===== config.mk =====
export PLATFORM = sky130hd
export DESIGN_NAME = aux_cop_unit
export DESIGN_NICKNAME = d
export VERILOG_FILES = /design/src/rtl/aux_cop_pkg.sv /design/src/rtl/aux_cop_decoder.sv /design/src/rtl/aux_cop_exec.sv /design/src/rtl/aux_cop_unit.sv
export SDC_FILE = /design/constraint.sdc
export NUM_CORES = 2
export LEC_CHECK = 0
export BUFFER_PORTS_ARGS = -buffer_cell sky130_fd_sc_hd__buf_2
export CAP_MARGIN = 20
export CORE_UTILIZATION = 50
export DETAILED_ROUTE_END_ITERATION = 10
export HOLD_SLACK_MARGIN = 0.08
export PLACE_DENSITY_LB_ADDON = 0.12
export SYNTH_ARGS = -nofsm -noshare
export SYNTH_HDL_FRONTEND = slang
export SYNTH_SLANG_ARGS = --single-unit

===== constraint.sdc =====
create_clock -name clk -period 7.7 [get_ports clk]
set_input_delay 0.385 -clock clk [delete_from_list [all_inputs] [get_ports clk]]
set_output_delay 0.385 -clock clk [all_outputs]
set_load 0.05 [all_outputs]

===== src/rtl/aux_cop_pkg.sv =====
package aux_cop_pkg;

    localparam int DATA_W = 32;

    typedef enum logic [2:0] {
        SUB_ADD    = 3'd0,
        SUB_XOR    = 3'd1,
        SUB_MAC    = 3'd2,
        SUB_STH    = 3'd3,
        SUB_LDBU   = 3'd4,
        SUB_CLRACC = 3'd5,
        SUB_RSV6   = 3'd6,
        SUB_RSV7   = 3'd7
    } sub_op_e;

    typedef enum logic [1:0] {
        ST_IDLE   = 2'd0,
        ST_DECODE = 2'd1,
        ST_EXEC   = 2'd2
    } hs_state_e;

    typedef struct packed {
        logic       gpr_wr;
        logic       need_ra;
        logic       need_rb;
        logic       priv;
        logic       ovf_en;
        logic       carry_en;
        logic       cr_en;
        logic [2:0] cr_field;
        logic       load;
        logic       store;
        logic       ea_update;
        logic       xfer_byte;
        logic       xfer_half;
        logic       word_align;
    } cop_attr_t;

    function automatic logic is_complex(input sub_op_e op);
        return (op == SUB_MAC) || (op == SUB_CLRACC);
    endfunction

endpackage


===== src/rtl/aux_cop_decoder.sv =====
module aux_cop_decoder
    import aux_cop_pkg::*;
#(
    parameter logic [5:0] OPC_SPACE   = 6'h04,
    parameter int         COMPLEX_LAT = 3,
    parameter int         CW          = $clog2(COMPLEX_LAT + 1)
) (
    input  logic [DATA_W-1:0] instr_i,
    output logic              match_o,
    output logic [CW-1:0]     last_cnt_o,
    output sub_op_e           op_o,
    output cop_attr_t         attr_o
);

    logic [5:0]  prim;
    logic [2:0]  crf;
    logic [19:0] rsvd;

    assign prim = instr_i[31:26];
    assign crf  = instr_i[25:23];
    assign rsvd = instr_i[22:3];

    always_comb begin
        op_o    = sub_op_e'(instr_i[2:0]);
        attr_o  = '0;
        match_o = (prim == OPC_SPACE) && (rsvd == '0);
        unique case (op_o)
            SUB_ADD: begin
                attr_o.gpr_wr   = 1'b1;
                attr_o.need_ra  = 1'b1;
                attr_o.need_rb  = 1'b1;
                attr_o.ovf_en   = 1'b1;
                attr_o.carry_en = 1'b1;
            end
            SUB_XOR: begin
                attr_o.gpr_wr   = 1'b1;
                attr_o.need_ra  = 1'b1;
                attr_o.need_rb  = 1'b1;
                attr_o.cr_en    = 1'b1;
                attr_o.cr_field = crf;
            end
            SUB_MAC: begin
                attr_o.gpr_wr  = 1'b1;
                attr_o.need_ra = 1'b1;
                attr_o.need_rb = 1'b1;
            end
            SUB_STH: begin
                attr_o.store      = 1'b1;
                attr_o.xfer_half  = 1'b1;
                attr_o.word_align = 1'b1;
                attr_o.need_ra    = 1'b1;
                attr_o.need_rb    = 1'b1;
                attr_o.priv       = 1'b1;
            end
            SUB_LDBU: begin
                attr_o.load      = 1'b1;
                attr_o.xfer_byte = 1'b1;
                attr_o.ea_update = 1'b1;
                attr_o.need_ra   = 1'b1;
                attr_o.gpr_wr    = 1'b1;
            end
            SUB_CLRACC: begin
                attr_o.priv = 1'b1;
            end
            default: begin
                match_o = 1'b0;
            end
        endcase
        last_cnt_o = is_complex(op_o) ? CW'(COMPLEX_LAT - 1) : '0;
    end

endmodule


===== src/rtl/aux_cop_exec.sv =====
module aux_cop_exec
    import aux_cop_pkg::*;
#(
    parameter int MAC_CYCLES = 4,
    parameter int RW         = $clog2(MAC_CYCLES + 1)
) (
    input  logic              clk,
    input  logic              rst_n,
    input  logic              start_i,
    input  sub_op_e           op_i,
    input  logic [DATA_W-1:0] a_i,
    input  logic [DATA_W-1:0] b_i,
    output logic              done_o,
    output logic [DATA_W-1:0] result_o
);

    typedef struct packed {
        logic              run;
        logic [RW-1:0]     rem;
        logic [DATA_W-1:0] a;
        logic [DATA_W-1:0] b;
        logic [DATA_W-1:0] acc;
        logic              done;
        logic [DATA_W-1:0] result;
    } ex_t;

    ex_t ex_d, ex_q;
    logic [DATA_W-1:0] mac_now, mac_run;

    assign mac_now = ex_q.acc + a_i * b_i;
    assign mac_run = ex_q.acc + ex_q.a * ex_q.b;

    always_comb begin
        ex_d        = ex_q;
        ex_d.done   = 1'b0;
        ex_d.result = '0;
        if (start_i) begin
            ex_d.a = a_i;
            ex_d.b = b_i;
            unique case (op_i)
                SUB_ADD: begin
                    ex_d.done   = 1'b1;
                    ex_d.result = a_i + b_i;
                end
                SUB_XOR: begin
                    ex_d.done   = 1'b1;
                    ex_d.result = a_i ^ b_i;
                end
                SUB_MAC: begin
                    if (MAC_CYCLES <= 1) begin
                        ex_d.acc    = mac_now;
                        ex_d.done   = 1'b1;
                        ex_d.result = mac_now;
                    end else begin
                        ex_d.run = 1'b1;
                        ex_d.rem = RW'(MAC_CYCLES - 1);
                    end
                end
                SUB_CLRACC: begin
                    ex_d.acc  = '0;
                    ex_d.done = 1'b1;
                end
                default: begin
                    ex_d.done = 1'b1;
                end
            endcase
        end else if (ex_q.run) begin
            if (ex_q.rem == RW'(1)) begin
                ex_d.run    = 1'b0;
                ex_d.rem    = '0;
                ex_d.acc    = mac_run;
                ex_d.done   = 1'b1;
                ex_d.result = mac_run;
            end else begin
                ex_d.rem = ex_q.rem - RW'(1);
            end
        end
    end

    always_ff @(posedge clk or negedge rst_n) begin
        if (!rst_n) begin
            ex_q <= '0;
        end else begin
            ex_q <= ex_d;
        end
    end

    assign done_o   = ex_q.done;
    assign result_o = ex_q.result;

    AST_START_WHEN_FREE: assert property (@(posedge clk) disable iff (!rst_n)
        start_i |-> !ex_q.run) else $error("start while running");
    AST_RESULT_ONLY_DONE: assert property (@(posedge clk) disable iff (!rst_n)
        !done_o |-> (result_o == '0)) else $error("result without done");

endmodule


===== src/rtl/aux_cop_unit.sv =====
module aux_cop_unit
    import aux_cop_pkg::*;
#(
    parameter logic [5:0] OPC_SPACE   = 6'h04,
    parameter int         COMPLEX_LAT = 3,
    parameter int         MAC_CYCLES  = 4
) (
    input  logic        clk,
    input  logic        rst_n,
    input  logic        instr_valid_i,
    input  logic [31:0] instr_word_i,
    input  logic [31:0] op_a_i,
    input  logic [31:0] op_b_i,
    output logic        decode_busy_o,
    output logic        instr_ack_o,
    output logic        gpr_wr_o,
    output logic        need_ra_o,
    output logic        need_rb_o,
    output logic        priv_o,
    output logic        ovf_en_o,
    output logic        carry_en_o,
    output logic        cr_en_o,
    output logic [2:0]  cr_field_o,
    output logic        load_o,
    output logic        store_o,
    output logic        ea_update_o,
    output logic        xfer_byte_o,
    output logic        xfer_half_o,
    output logic        word_align_o,
    output logic [31:0] result_o,
    output logic        done_o,
    output logic        sleep_nrdy_o
);

    localparam int CW = $clog2(COMPLEX_LAT + 1);

    typedef struct packed {
        hs_state_e         state;
        logic [CW-1:0]     cnt;
        logic [DATA_W-1:0] instr;
        logic [DATA_W-1:0] a;
        logic [DATA_W-1:0] b;
    } hs_t;

    hs_t hs_d, hs_q;

    logic          dec_match;
    logic [CW-1:0] dec_last;
    sub_op_e       dec_op;
    cop_attr_t     dec_attr;
    cop_attr_t     attr_out;
    logic          ack_c, busy_c, start_c;
    logic          ex_done;

    aux_cop_decoder #(
        .OPC_SPACE  (OPC_SPACE),
        .COMPLEX_LAT(COMPLEX_LAT),
        .CW         (CW)
    ) u_dec (
        .instr_i   (hs_q.instr),
        .match_o   (dec_match),
        .last_cnt_o(dec_last),
        .op_o      (dec_op),
        .attr_o    (dec_attr)
    );

    aux_cop_exec #(
        .MAC_CYCLES(MAC_CYCLES)
    ) u_exec (
        .clk     (clk),
        .rst_n   (rst_n),
        .start_i (start_c),
        .op_i    (dec_op),
        .a_i     (hs_q.a),
        .b_i     (hs_q.b),
        .done_o  (ex_done),
        .result_o(result_o)
    );

    always_comb begin
        hs_d    = hs_q;
        ack_c   = 1'b0;
        busy_c  = 1'b0;
        start_c = 1'b0;
        unique case (hs_q.state)
            ST_IDLE: begin
                if (instr_valid_i) begin
                    hs_d.instr = instr_word_i;
                    hs_d.a     = op_a_i;
                    hs_d.b     = op_b_i;
                    hs_d.cnt   = '0;
                    hs_d.state = ST_DECODE;
                end
            end
            ST_DECODE: begin
                if (!dec_match) begin
                    hs_d.state = ST_IDLE;
                end else if (hs_q.cnt == dec_last) begin
                    ack_c      = 1'b1;
                    start_c    = 1'b1;
                    hs_d.state = ST_EXEC;
                end else begin
                    busy_c   = 1'b1;
                    hs_d.cnt = hs_q.cnt + CW'(1);
                end
            end
            ST_EXEC: begin
                if (ex_done) begin
                    hs_d.state = ST_IDLE;
                end
            end
            default: begin
                hs_d.state = ST_IDLE;
            end
        endcase
    end

    always_ff @(posedge clk or negedge rst_n) begin
        if (!rst_n) begin
            hs_q <= '{state: ST_IDLE, default: '0};
        end else begin
            hs_q <= hs_d;
        end
    end

    assign attr_out      = ack_c ? dec_attr : '0;
    assign instr_ack_o   = ack_c;
    assign decode_busy_o = busy_c;
    assign done_o        = ex_done;
    assign sleep_nrdy_o  = (hs_q.state != ST_IDLE);

    assign gpr_wr_o     = attr_out.gpr_wr;
    assign need_ra_o    = attr_out.need_ra;
    assign need_rb_o    = attr_out.need_rb;
    assign priv_o       = attr_out.priv;
    assign ovf_en_o     = attr_out.ovf_en;
    assign carry_en_o   = attr_out.carry_en;
    assign cr_en_o      = attr_out.cr_en;
    assign cr_field_o   = attr_out.cr_field;
    assign load_o       = attr_out.load;
    assign store_o      = attr_out.store;
    assign ea_update_o  = attr_out.ea_update;
    assign xfer_byte_o  = attr_out.xfer_byte;
    assign xfer_half_o  = attr_out.xfer_half;
    assign word_align_o = attr_out.word_align;

    AST_ACK_ON_BUSY_FALL: assert property (@(posedge clk) disable iff (!rst_n)
        $fell(decode_busy_o) |-> instr_ack_o) else $error("busy fell without ack");
    AST_ACK_THEN_EXEC: assert property (@(posedge clk) disable iff (!rst_n)
        instr_ack_o |=> (!instr_ack_o && sleep_nrdy_o)) else $error("ack not followed by execution");
    AST_LDST_EXCL: assert property (@(posedge clk) disable iff (!rst_n)
        !(load_o && store_o)) else $error("load and store together");
    AST_DONE_PULSE: assert property (@(posedge clk) disable iff (!rst_n)
        done_o |=> !done_o) else $error("done longer than one cycle");
    AST_DONE_AWAKE: assert property (@(posedge clk) disable iff (!rst_n)
        done_o |-> sleep_nrdy_o) else $error("done while sleep allowed");
    AST_IDLE_AFTER_DONE: assert property (@(posedge clk) disable iff (!rst_n)
        done_o |=> !sleep_nrdy_o) else $error("valid accepted in done cycle");

endmodule


==> impl_metrics.py <==
metrics = {
    "routing": {
        "drt-total-wl_microns": 78900,
        "drt-vias-per-instance": 5.30,
        "dr.pass1.iters": 5,
        "first_iter_violations": 1561,
        "vias": 21100,
        "antenna_left": 0,
        "post_drt_wl_per_cell_microns": 19.8,
        "remaining_drc_errors": 0,
    },
    "synth": {
        "synth.top_cell.area_share_pct": 31.8,
        "synth_edf_count": 0,
        "syn_area_sq_mm": 0.0276,
        "syn_nets": 3817,
        "ys_types": 69,
        "synth_top_flop_cell": "dfrtp_1",
        "async_flop_share_pct": 100,
        "syn_avg_cell_area_sq_um": 8.84,
        "ys_seq_area_share_pct": 21.1,
        "synth_top_area_cell": "fa_1",
        "yosysWarnings": 0,
        "syn_inst": 3122,
        "synth_seq_cells": 233,
        "synthTopCellsByArea": "fa_1 32%, dfrtp_1 21%, nand2_1 11%",
    },
    "setup_path": {
        "required_ns": 8.11,
        "reg2reg_slack_ns": 0.34,
        "endpoint_kind": "register",
        "path_class": "reg -> reg",
        "worstPathArrival_ns": 7.77,
        "crit_buf_inv": 7,
        "critPathTopFamily": "adder cells",
        "max_stage_delay_ns": 0.54,
        "critPathMaxFanout": 14,
        "critPathLaunchType": "register",
        "cp_slowest_cell": "fa_1",
        "critPathMostFrequentCell": "fa_1",
    },
    "clocking": {
        "cts-root-buf": "clkbuf_16",
        "clk_pin_slew_worst_paths_ns": 0.07,
        "cts-buffers-inserted": 24,
        "cts_num_sinks": 233,
        "clkLatencyLatePin_ns": 0.56,
        "cts_tree": "yes",
        "h-tree-depth": 1,
        "clockBufferDepth": 3,
    },
    "sta": {
        "tightest_slew_ns": 1.05,
        "setup_tns_ns": 0,
        "whs_ns": 0.0825,
        "post-route-period-util_pct": 95.6,
        "fin_worst_skew_ns": 0.0473,
        "fmax_ghz": 0.136,
        "min_period_ns": 7.36,
        "final_hold_viol_count": 0,
        "rsz0062_at_grt": "false",
        "setup_viol": 0,
        "slew_headroom_pct": 30.3,
        "drv_slew": 0,
    },
    "global_route": {
        "antenna_found_initial": 3,
        "gr-total-overflow": 0,
        "grt_pass1_wl_microns": 127000,
        "grt_pass1_vias": 22900,
        "grt_max_degree": 99,
        "gr-usage-all-layers_pct": 29.3,
    },
    "flow_run": {
        "cap_viol_max_count": 0,
    },
    "placement": {
        "portBuffers": 150,
        "gp_congestion": 0.926,
        "dp_hpwl_microns": 63000,
    },
    "die": {
        "pin_count": 151,
        "placementRows": 85,
        "die_h_microns": 237,
        "design.core.area_sq_mm": 0.0542,
        "initial_utilization_pct": 50.9,
        "die-area_sq_mm": 0.0562,
        "fp.dieW_microns": 237,
    },
    "finish": {
        "n_fill_cell": 4894,
        "nNetsFinal": 3968,
        "antenna_cells": 0,
        "utilization_pct": 56.7,
        "areaGrowthSynthToFinish_pct": 11.4,
        "drive_above_1_share_pct": 8.63,
    },
    "power": {
        "peakVddDrop_v": 0.000187,
        "leakage_nw": 16.2,
        "total_power_mw": 3.17,
        "p_per_area_mw_per_mm2": 103,
    },
    "status": {
        "status": "finished clean",
    },
    "hold_path": {
        "hold_path_class": "in -> reg",
    },
}
[through the flow]
stage               instances  worst slack (ns)  instance area, sq um
finish                   3987             0.338                 30700
global route             3987           0.00888                 30700
CTS                      3984             0.281                 30700
detailed placement       3847             0.404                 28900
global placement         3847             0.433                 28900
floorplan                3122             0.821                 27600
[report_power, final]
part	leakage [nW]	switching, mW	internal [mW]
clock network	0.410	0.519	0.743
logic	12.7	0.313	0.226
registers	3.08	0.0723	1.29
[cells by family (layout without fill, tap and decap cells)]
family	count (synthesis)	after routing	synth area share, %
buffers and inverters	698	867	10.0
DFF	233	233	21.1
adders and majority gates	596	596	38.9
muxes	2	2	0.0725
and+or+nand+nor	1259	1259	21.0
AOI/OAI and AO/OA	224	224	5.38
xor gates and xnor gates	110	110	3.49
[state kept, by name (all words and copies together), names as in the netlist]
register / count
hs_q: 100
u_exec.done_o: 1
u_exec.result_o: 32
u_exec.ex_q: 100
[final timing paths]
path | from | end | cells after the start
worst max-delay path | u_exec.ex_q[72]$_DFFE_PN0P_ | u_exec.ex_q[61]$_DFFE_PN0P_ | 26
worst max register to register | u_exec.ex_q[72]$_DFFE_PN0P_ | u_exec.ex_q[61]$_DFFE_PN0P_ | 26
worst min-delay path | op_a_i[11] | hs_q[43]$_DFFE_PN0P_ | 3
worst min register to register | hs_q[69]$_DFFE_PN0P_ | hs_q[69]$_DFFE_PN0P_ | 2
min in group asynchronous | rst_n | hs_q[58]$_DFFE_PN0P_ | 2
max in group asynchronous | rst_n | u_exec.result_o[16]$_DFF_PN0_ | 3
[layer usage]
layer | vias up | wire length [microns] | track usage (%)
met2 | 719 | 35300 | 46.1
met4 | 0 | 1890 | 7.06
met1 | 10700 | 36200 | 43.3
met3 | 107 | 5500 | 3.52
met5 | - | 0 | 0
li1 | 9619 | - | -
[layout by cell type, fill, tap and decap left out, types with 63 or more instances in the layout]
cell type	netlist	layout
xnor2_1	85	85
inv_1	512	512
nand2_1	786	784
dfrtp_1	233	227
fa_1	439	439
buf_2	11	149
dlygate4sd3_1	0	93
ha_1	157	157
and2_1	319	318
buf_4	37	63
[worst reg2reg max path: stages (launching register included)]
cell,delay (ns)
dfrtp_2,0.50
and2_1,0.22
fa_1,0.49
fa_1,0.52
fa_1,0.52
inv_1,0.05
fa_1,0.48
inv_1,0.06
fa_1,0.50
inv_1,0.06
fa_1,0.54
inv_1,0.05
fa_1,0.54
inv_1,0.07
fa_1,0.50
inv_1,0.05
ha_1,0.33
o21a_1,0.19
nor2_1,0.14
nor2_1,0.07
a221oi_1,0.29
buf_4,0.18
a2bb2oi_1,0.24
nand3b_1,0.13
a21oi_2,0.18
xnor2_1,0.10
a22o_1,0.24
[final cells by class]
type	instances	area (sq um)	share of cell area [%]
Multi-Input combinational cell	2191	19000	61.9
Timing Repair Buffer	310	2220	7.22
Clock inverter	13	193	0.627
Sequential cell	233	5840	19.0
Tap cell	696	871	2.83
Inverter	513	1930	6.26
Clock buffer	31	657	2.14
[cells in the mapped netlist, drive strengths merged, types with 3 or more instances]
cell / number
nand2: 786
inv: 513
fa: 439
and2: 319
dfrtp: 233
ha: 157
clkbuf: 135
xnor2: 85
nor2: 62
o21ai: 62
buf: 50
a21oi: 48
xor2: 25
a21o: 23
nand3: 18
o21a: 15
a31oi: 12
or3: 10
nor4: 9
and3: 8
nor3: 8
o211ai: 8
o22ai: 8
nand4: 7
nor2b: 7
a211oi: 6
a22o: 6
a211o: 5
nand2b: 5
o31ai: 5
nand3b: 4
nor4b: 4
o32ai: 4
or2: 4
o21bai: 3
o221ai: 3
[what timing repair did]
item / in CTS / in global routing
hold endpoints to repair: 188 / 0
setup endpoints to repair: 0 / 5
resized for setup: 0 / 9
buffers inserted: 0 / 2
hold buffers: 93 / 0
Note: power is estimated with default switching activity, not from simulation.
